==> src/rtl/pgen_pkg.sv <==
package pgen_pkg;
  localparam int PHASE_W = 12;
  localparam int IDX_W   = 6;
  localparam int TAB_LEN = 1 << IDX_W;
  localparam int PRT_W   = 20;
  localparam int BLK_W   = 8;
  localparam int ENV_W   = 12;
  localparam int ENV_AW  = 5;
  localparam int ENV_LEN = 1 << ENV_AW;

  localparam logic [7:0] ADDR_MODE  = 8'h00;
  localparam logic [7:0] ADDR_PRTA  = 8'h01;
  localparam logic [7:0] ADDR_PRTB  = 8'h02;
  localparam logic [7:0] ADDR_LAST  = 8'h03;
  localparam logic [7:0] ADDR_BLOCK = 8'h04;

  typedef enum logic [1:0] {PRT_FIXED, PRT_STAGGER, PRT_BLOCK, PRT_RSVD} prt_mode_e;
  typedef enum logic [1:0] {POL_BOTH, POL_H, POL_V, POL_SEQ} pol_mode_e;

  // strobes and per-pulse settings handed from control to datapath
  typedef struct packed {
    logic             start;
    logic             gauss;
    logic             txH;
    logic             txV;
    logic [IDX_W-1:0] idx;
  } pulse_cmd_t;

  // Gaussian-like taper: reciprocal of a truncated exp series, integer only
  function automatic logic [ENV_W-1:0] gaussSample(input int k);
    longint u, y, den, full;
    u    = longint'(2 * k - (ENV_LEN - 1));
    y    = u * u;
    den  = 64'sd16777216 + y * 64'sd65536 + y * y * 64'sd128 + (y * y * y) / 64'sd6;
    full = (64'sd1 <<< ENV_W) - 64'sd1;
    return ENV_W'((full * 64'sd16777216) / den);
  endfunction
endpackage

==> src/rtl/pgen_ctrl.sv <==
module pgen_ctrl
  import pgen_pkg::*;
#(
  parameter int PRT_A_DEF = 100,
  parameter int PRT_B_DEF = 150,
  parameter int BLK_DEF   = 3
) (
  input  logic             clk,
  input  logic             rstN,
  input  logic             wrEn,
  input  logic [7:0]       wrAddr,
  input  logic [31:0]      wrData,
  output pulse_cmd_t       cmd,
  output logic             trig,
  output logic [IDX_W-1:0] pulseIdx,
  output logic             txH,
  output logic             txV
);
  localparam logic [PRT_W-1:0] MIN_LEN = PRT_W'(ENV_LEN);

  prt_mode_e        prtModeQ, lastPrtQ;
  pol_mode_e        polModeQ, lastPolQ;
  logic             shapeQ;
  logic [PRT_W-1:0] prtAQ, prtBQ, cntQ, rawLen, len;
  logic [IDX_W-1:0] lastIdxQ, nxtIdxQ;
  logic [BLK_W-1:0] blkLastQ, blkQ, curBlk;
  logic             useBQ, curB, restartPrt, boundary;
  logic [1:0]       stepQ, curStep;
  logic             txHNext, txVNext;

  // pending settings, sampled only at a pulse boundary
  always_ff @(posedge clk) begin
    if (!rstN) begin
      prtModeQ <= PRT_FIXED;
      polModeQ <= POL_BOTH;
      shapeQ   <= 1'b0;
      prtAQ    <= PRT_W'(PRT_A_DEF);
      prtBQ    <= PRT_W'(PRT_B_DEF);
      lastIdxQ <= '1;
      blkLastQ <= BLK_W'(BLK_DEF);
    end else if (wrEn) begin
      case (wrAddr)
        ADDR_MODE: begin
          prtModeQ <= prt_mode_e'(wrData[1:0]);
          shapeQ   <= wrData[2];
          polModeQ <= pol_mode_e'(wrData[4:3]);
        end
        ADDR_PRTA:  prtAQ    <= wrData[PRT_W-1:0];
        ADDR_PRTB:  prtBQ    <= wrData[PRT_W-1:0];
        ADDR_LAST:  lastIdxQ <= wrData[IDX_W-1:0];
        ADDR_BLOCK: blkLastQ <= wrData[BLK_W-1:0];
        default: ;
      endcase
    end
  end

  assign boundary   = (cntQ == '0);
  assign restartPrt = (prtModeQ != lastPrtQ);
  assign curB       = !restartPrt && useBQ;
  assign curBlk     = restartPrt ? '0 : blkQ;
  assign rawLen     = ((prtModeQ == PRT_STAGGER || prtModeQ == PRT_BLOCK) && curB) ? prtBQ : prtAQ;
  assign len        = (rawLen < MIN_LEN) ? MIN_LEN : rawLen;
  assign curStep    = (polModeQ != lastPolQ) ? 2'd0 : stepQ;

  always_comb begin
    txHNext = 1'b1;
    txVNext = 1'b1;
    case (polModeQ)
      POL_H: txVNext = 1'b0;
      POL_V: txHNext = 1'b0;
      POL_SEQ: begin
        if (curStep == 2'd0)      txHNext = 1'b0;
        else if (curStep == 2'd1) txVNext = 1'b0;
      end
      default: ;
    endcase
  end

  always_ff @(posedge clk) begin
    if (!rstN) begin
      cntQ     <= '0;
      nxtIdxQ  <= '0;
      useBQ    <= 1'b0;
      blkQ     <= '0;
      lastPrtQ <= PRT_FIXED;
      lastPolQ <= POL_BOTH;
      stepQ    <= '0;
      trig     <= 1'b0;
      pulseIdx <= '0;
      txH      <= 1'b0;
      txV      <= 1'b0;
    end else if (boundary) begin
      cntQ     <= len - 1'b1;
      nxtIdxQ  <= (nxtIdxQ >= lastIdxQ) ? '0 : nxtIdxQ + 1'b1;
      lastPrtQ <= prtModeQ;
      lastPolQ <= polModeQ;
      stepQ    <= (curStep == 2'd2) ? 2'd0 : curStep + 2'd1;
      trig     <= 1'b1;
      pulseIdx <= nxtIdxQ;
      txH      <= txHNext;
      txV      <= txVNext;
      case (prtModeQ)
        PRT_STAGGER: begin
          useBQ <= !curB;
          blkQ  <= '0;
        end
        PRT_BLOCK: begin
          if (curBlk == blkLastQ) begin
            useBQ <= !curB;
            blkQ  <= '0;
          end else begin
            useBQ <= curB;
            blkQ  <= curBlk + 1'b1;
          end
        end
        default: begin
          useBQ <= 1'b0;
          blkQ  <= '0;
        end
      endcase
    end else begin
      cntQ <= cntQ - 1'b1;
      trig <= 1'b0;
    end
  end

  assign cmd.start = boundary;
  assign cmd.gauss = shapeQ;
  assign cmd.txH   = txHNext;
  assign cmd.txV   = txVNext;
  assign cmd.idx   = nxtIdxQ;
endmodule

==> src/rtl/pgen_dpath.sv <==
module pgen_dpath
  import pgen_pkg::*;
(
  input  logic               clk,
  input  logic               rstN,
  input  logic               wrEn,
  input  logic [7:0]         wrAddr,
  input  logic [31:0]        wrData,
  input  pulse_cmd_t         cmd,
  output logic [PHASE_W-1:0] phaseH,
  output logic [PHASE_W-1:0] phaseV,
  output logic [ENV_W-1:0]   envH,
  output logic [ENV_W-1:0]   envV
);
  localparam int NCH = 2;

  logic [ENV_W-1:0]   gaussTab [ENV_LEN];
  logic [ENV_AW-1:0]  sampQ, selSamp;
  logic               busyQ, gaussQ, selGauss;
  logic [ENV_W-1:0]   envQ, shapeNow;
  logic [NCH-1:0]     txVec, chEnQ;
  logic [PHASE_W-1:0] phaseQ [NCH];
  logic [ENV_W-1:0]   envCh  [NCH];

  for (genvar k = 0; k < ENV_LEN; k++) begin : g_gauss
    assign gaussTab[k] = gaussSample(k);
  end

  assign selSamp  = cmd.start ? '0 : sampQ;
  assign selGauss = cmd.start ? cmd.gauss : gaussQ;
  assign shapeNow = selGauss ? gaussTab[selSamp] : '1;

  // shared envelope playback, one sample per clock from the boundary
  always_ff @(posedge clk) begin
    if (!rstN) begin
      busyQ  <= 1'b0;
      sampQ  <= '0;
      gaussQ <= 1'b0;
      envQ   <= '0;
    end else if (cmd.start) begin
      busyQ  <= 1'b1;
      sampQ  <= ENV_AW'(1);
      gaussQ <= cmd.gauss;
      envQ   <= shapeNow;
    end else if (busyQ) begin
      envQ  <= shapeNow;
      sampQ <= sampQ + 1'b1;
      if (sampQ == ENV_AW'(ENV_LEN - 1)) busyQ <= 1'b0;
    end else begin
      envQ <= '0;
    end
  end

  assign txVec = {cmd.txV, cmd.txH};

  // channel 0 = H (table at 0x40), channel 1 = V (table at 0x80)
  for (genvar ch = 0; ch < NCH; ch++) begin : g_chan
    logic [PHASE_W-1:0] tabQ [TAB_LEN];

    always_ff @(posedge clk) begin
      if (!rstN) begin
        for (int i = 0; i < TAB_LEN; i++) tabQ[i] <= '0;
      end else if (wrEn && wrAddr[7:6] == 2'(ch + 1)) begin
        tabQ[wrAddr[IDX_W-1:0]] <= wrData[PHASE_W-1:0];
      end
    end

    always_ff @(posedge clk) begin
      if (!rstN) begin
        phaseQ[ch] <= '0;
        chEnQ[ch]  <= 1'b0;
      end else if (cmd.start) begin
        phaseQ[ch] <= tabQ[cmd.idx];
        chEnQ[ch]  <= txVec[ch];
      end
    end

    assign envCh[ch] = chEnQ[ch] ? envQ : '0;
  end

  assign phaseH = phaseQ[0];
  assign phaseV = phaseQ[1];
  assign envH   = envCh[0];
  assign envV   = envCh[1];
endmodule

==> src/rtl/pgen_top.sv <==
module pgen_top
  import pgen_pkg::*;
(
  input  logic        clk,
  input  logic        rstN,
  input  logic        wrEn,
  input  logic [7:0]  wrAddr,
  input  logic [31:0] wrData,
  output logic        trig,
  output logic [5:0]  pulseIdx,
  output logic        txH,
  output logic        txV,
  output logic [11:0] phaseH,
  output logic [11:0] phaseV,
  output logic [11:0] envH,
  output logic [11:0] envV
);
  pulse_cmd_t cmd;

  pgen_ctrl u_ctrl (
    .clk(clk), .rstN(rstN), .wrEn(wrEn), .wrAddr(wrAddr), .wrData(wrData),
    .cmd(cmd), .trig(trig), .pulseIdx(pulseIdx), .txH(txH), .txV(txV)
  );

  pgen_dpath u_dpath (
    .clk(clk), .rstN(rstN), .wrEn(wrEn), .wrAddr(wrAddr), .wrData(wrData),
    .cmd(cmd), .phaseH(phaseH), .phaseV(phaseV), .envH(envH), .envV(envV)
  );
endmodule

==> config.mk <==
export PLATFORM = sky130hd
export DESIGN_NAME = pgen_top
export DESIGN_NICKNAME = d
export VERILOG_FILES = /design/src/rtl/pgen_pkg.sv /design/src/rtl/pgen_ctrl.sv /design/src/rtl/pgen_dpath.sv /design/src/rtl/pgen_top.sv
export SDC_FILE = /design/constraint.sdc
export NUM_CORES = 2
export LEC_CHECK = 0
export ABC_AREA = 1
export ABC_CLOCK_PERIOD_IN_PS = 5200
export BUFFER_PORTS_ARGS = -buffer_cell sky130_fd_sc_hd__buf_2
export CORE_MARGIN = 2
export CORE_UTILIZATION = 50
export DETAILED_ROUTE_END_ITERATION = 10
export PLACE_DENSITY = 0.66
export RECOVER_POWER = 100
export SLEW_MARGIN = 20
export SYNTH_ARGS = -nofsm -noshare
export SYNTH_HDL_FRONTEND = slang
export SYNTH_SLANG_ARGS = --single-unit
export TNS_END_PERCENT = 100
==> constraint.sdc <==
create_clock -name clk -period 5.2 [get_ports clk]
set_input_delay 1.56 -clock clk [delete_from_list [all_inputs] [get_ports clk]]
set_output_delay 1.56 -clock clk [all_outputs]
set_load 0.01 [all_outputs]
**Word level (Yosys, flattened, before mapping)**

Memories as Yosys holds them, arrays and structs flattened. A register that Yosys moved wholly into a read port is not among the register bits.
Index checks and enable logic that the tools add are counted.

- Bits in writable memories: 1,560
- Input bits: 43
- Word-level logic and storage cells: 128
- Register bits after elaboration: 128
- Output and inout port bits: 57
- Bits in latches: 0
- ROM bits: 384
- Memories kept: 4

- Order comparisons: 3
- Reduce and logical (&&, ||, !) cells: 19
- $add $sub $neg: 6
- Div/mod/pow operators: 0
- Equal/unequal tests: 17
- Multipliers: 0
- Shift operators: 0
- Mux-type cells: 52
- Bitwise gates (word level): 4

Memory list:

| memory | words | width | read ports | clocked after memory_dff | wr ports | line | RTL |
|---|---|---|---|---|---|---|---|
| u_dpath.g_chan[0].tabQ | 64 | 12 | 1 | 1 | 64 | pgen_dpath.sv:58 | `logic [PHASE_W-1:0] tabQ [TAB_LEN];` |
| u_dpath.g_chan[1].tabQ | 64 | 12 | 1 | 1 | 64 | pgen_dpath.sv:58 |  |
| (no name shown) | 32 | 12 | 1 | 0 | 0 | pgen_dpath.sv:31 | `assign shapeNow = selGauss ? gaussTab[selSamp] : '1;` |
| u_dpath.phaseQ | 2 | 12 | 2 | 0 | 2 | pgen_dpath.sv:22 | `logic [PHASE_W-1:0] phaseQ [NCH];` |

Operators with widths:

| operator | number |
|---|---|
| $mux 12 | 11 |
| $mux 20 | 3 |
| $mux 6 | 7 |
| $sub 20x1->20 const B | 2 |
| $mux 8 | 3 |
| $reduce_or 12->1 | 2 |
| $mux 1 | 22 |
| $logic_not 20->1 | 1 |
| $lt 20x6->1 const B | 1 |
| $eq 8x2->1 const B | 2 |
| $eq 2x2->1 const B | 5 |
| $reduce_and 2->1 | 5 |
| $add 8x1->8 const B | 1 |
| $eq 2x1->1 const B | 4 |
| $eq 8x1->1 const B | 1 |
| $eq 8x3->1 const B | 1 |
| $eq 8x8->1 | 1 |
| $logic_not 8->1 | 1 |
| $add 6x1->6 const B | 1 |
| $ge 6x6->1 | 1 |
| $ge 6x6->1 const B | 1 |
| $not 5->6 | 1 |
| $pmux 1 s2 | 3 |
| $add 5x1->5 const B | 1 |
| 13 further kinds | 20 |

**Longest topological paths before layout**

- Depth in word-level cells: 9
- Depth in mapped cells: 23
- Depth with buffers taken out: 22

**Cells and area by module**

Synthesis repeated with hierarchy kept, for this count alone.

- Cells, all modules: 8,382
- Area total of the unflattened synthesis: 77,533.1 µm²

By module, submodules not included:

| module | instances | cells each | sequential area each (µm²) | area an instance (µm²) |
|---|---|---|---|---|
| pgen_dpath | 1 | 7,602 | 47,265.3 | 72,036.6 |
| pgen_ctrl | 1 | 780 | 2,182.1 | 5,496.5 |

**Worst setup path before layout**

OpenSTA, ideal clock, no wires.

- Path type: input to register
- Start point: input rstN
- End point: memory u_dpath.g_chan[1].tabQ[14][0] (enable)
- Data required time: 4.850 ns
- Buffers on the path: 4
- Library setup time: 0.350 ns
- Slack: 1.491 ns
- Arrival: 3.359 ns
- Cell stages on the path: 8
- Cell sequence: clkbuf_1 inv_1 clkbuf_1 nor2_1 clkbuf_1 nand2_1 clkbuf_1 nand2_1

RTL lines:

| element | line | RTL |
|---|---|---|
| start, declared | pgen_top.sv:5 | `input logic rstN,` |
| end, declared | pgen_dpath.sv:58 |  |

==> results.toml <==
[synthesis]
syn_nets = 7453
async_reset_ff_share_pct = 0
syn_avg_cell_area_um2 = 10.2
synth_top_cell_by_area = "edfxtp_1"
yosysWarnings = 0
yosysSeqAreaShare_pct = 65.8
netlist.area_leader.share_pct = 62.2
synth-edff-count = 1560
synth.top_cells.by_area = "edfxtp_1 (62%), nor2_1 (13%), o21ai_0 (5.9%)"
ys.flop_type = "edfxtp_1"
syn_inst = 7389
synth_area_mm2 = 0.0753
ys_ff_latch = 1694
ys_types = 54

[power_and_ir_drop]
ir_drop_mv = 0.336
power.density_cell_area_mw_per_mm2 = 430
p_leak_uw = 0.0295

[timing]
rsz0062_at_grt = "no"
relSlewSlack_pct = -41.7
finClkSkew_ns = 0.0257
fin_crit_sh_pct = 86.2
hold_violations = 0
fin_hold_ws_ns = 0.456
worstMarginPinSlew_ns = 2.12
setup-violations-final = 0
period_minus_slack_ns = 4.48
fmax_mhz = 223
tns_ns = 0
drv_slew = 51

[route]
vias = 56800
wl_met2_um = 103000
topRoutingLayerUsed = "met5"
wl_um = 224000
drc = 0
wl_met3_um = 23500
ant_nets = 0
met1_length_um = 89500
via_per_inst = 6.13
avgRoutedWirePerCell_um = 24.2
drtIter0Drc = 7552
first_pass_iters = 6

[clock_network]
max-clock-path-buffers = 3
cts_sinks = 1694
postCtsSetupBuffers = 0
numCtsBuffers = 173
cts_hold_buf = 0
cts_htree_levels = 4
cts-resized-gates = 0
clk_pin_slew_ns = 0.06
clk_latency_ns = 0.83
cts_tree = "done"
root_buffer = "clkbuf_16"

[floorplan]
num_io_pins = 100
die-area_mm2 = 0.154
core_area_mm2 = 0.150
die_x_um = 392
start_util_pct = 50.3
core.rowCount = 142
die_h_um = 392

[critical_path]
path_max_fanout = 13
crit_arrival_ns = 4.93
endpoint_kind = "register"
cp.required_ns = 5.65
critPathLaunchType = "primary input"
path_class = "primary input to register"

[job]
maxCapViolations = 2

[final_layout]
area_growth_pct = 9.33
fin_nets = 7150
fillers = 12900
final_cell_mix = "nor2_1 (2552), edfxtp_1 (1560), o21ai_0 (893)"
fin_cells = 9256
postLayoutCoreUtil_pct = 55.0
drive_gt1_share_pct = 6.18
final_common_cell = "nor2_1"

[global_routing]
grt_max_degree = 140
antenna_found_initial = 9
grt_first_pass_wirelength_um = 331000
grt_overflow = 0
grt_usage_pct = 28.6
grt_pass1_vias = 53100

[status]
violations = "capacitance limit, slew limit"
status = "complete, but fails checks"

[placed_design]
dp_hpwl_um = 133000
place_congestion = 0.928
numPlacedInstances = 8927
io_buffers = 87

[min_path]
hold_path.class = "register to register"
[final cells by class]
class	instances	area (um2)	area share (%)
Clock inverter	111	940	1.14
Antenna cell	6	15.0	0.0182
Multi-Input combinational cell	4824	22400	27.2
Inverter	172	728	0.884
Sequential cell	1694	49500	60.2
Tap cell	2016	2520	3.06
Timing Repair Buffer	221	1610	1.96
Clock buffer	212	4570	5.54
[logic make-up after synthesis]
| group | after synthesis | share of synthesized area (%) |
|---|---|---|
| flops | 1694 | 65.8 |
| buf+inv | 871 | 4.44 |
| xor+xnor | 19 | 0.221 |
| fa+ha+maj | 21 | 0.349 |
| compound gates | 1507 | 12.1 |
| simple gates | 3277 | 17.1 |
[critical path, cell delays in order]
cell and delay, ns:
clkbuf_1 0.17, inv_1 0.20, nor2_1 1.28, nand2_1 0.93
nand2_1 0.76
[metal layers]
layer / vias to the layer above / global-route usage (%)
li1: 25200 / -
met1: 27900 / 40.5
met2: 3233 / 44.6
met3: 412 / 4.88
met4: 8 / 10.3
met5: - / 0
[synth_stat cells, types with 21 or more instances]
library cell / count
clkbuf_1: 633
o221ai_1: 287
nand2_1: 414
o22ai_1: 112
a21oi_1: 81
nand3_1: 222
buf_1: 21
buf_2: 42
a31oi_1: 39
nand4_1: 24
nor2_1: 2551
inv_1: 156
o211ai_1: 41
edfxtp_1: 1560
dfxtp_1: 134
o21ai_0: 892
ha_1: 21
[power by group]
part | switching (uW) | internal, uW | total [uW] | leakage (uW)
clock network | 5400 | 6860 | 12300 | 0.00270
logic | 5290 | 1820 | 7120 | 0.0109
registers | 330 | 15700 | 16000 | 0.0159
total | 11000 | 24400 | 35400 | 0.0295
[state kept, by name (all words and copies together), names as in the netlist, 8 cells and up, named ones only]
signal and cells:
u_dpath.g_chan.tabQ 1536, u_ctrl.blkLastQ 8, u_ctrl.prtBQ 20, u_ctrl.blkQ 8, u_dpath.phaseQ 24, u_ctrl.cntQ 20, u_dpath.envQ 12, u_ctrl.prtAQ 20
[final timing paths]
| check | from | end | slack [ns] | cells after the start |
|---|---|---|---|---|
| max reg2reg | u_ctrl.prtModeQ[0] | u_ctrl.cntQ[16] | 0.90 | 19 |
| max | rstN | u_dpath.g_chan[1].tabQ[47][4] | 0.72 | 5 |
| min | u_ctrl.pulseIdx[1] | u_ctrl.pulseIdx[1] | 0.46 | 2 |
| min reg2reg | u_ctrl.pulseIdx[1] | u_ctrl.pulseIdx[1] | 0.46 | 2 |
[stage by stage]
step                worst slack, ns  total power, uW  cell area, um2
global placement              0.946            23200           77100
floorplan                      1.49            20800           75300
detailed placement            0.834            23300           77100
CTS                            1.31            35400           82600
global route                  0.470            36600           82300
finish                        0.717            35400           82300
Power figures use the tool's default switching activity.
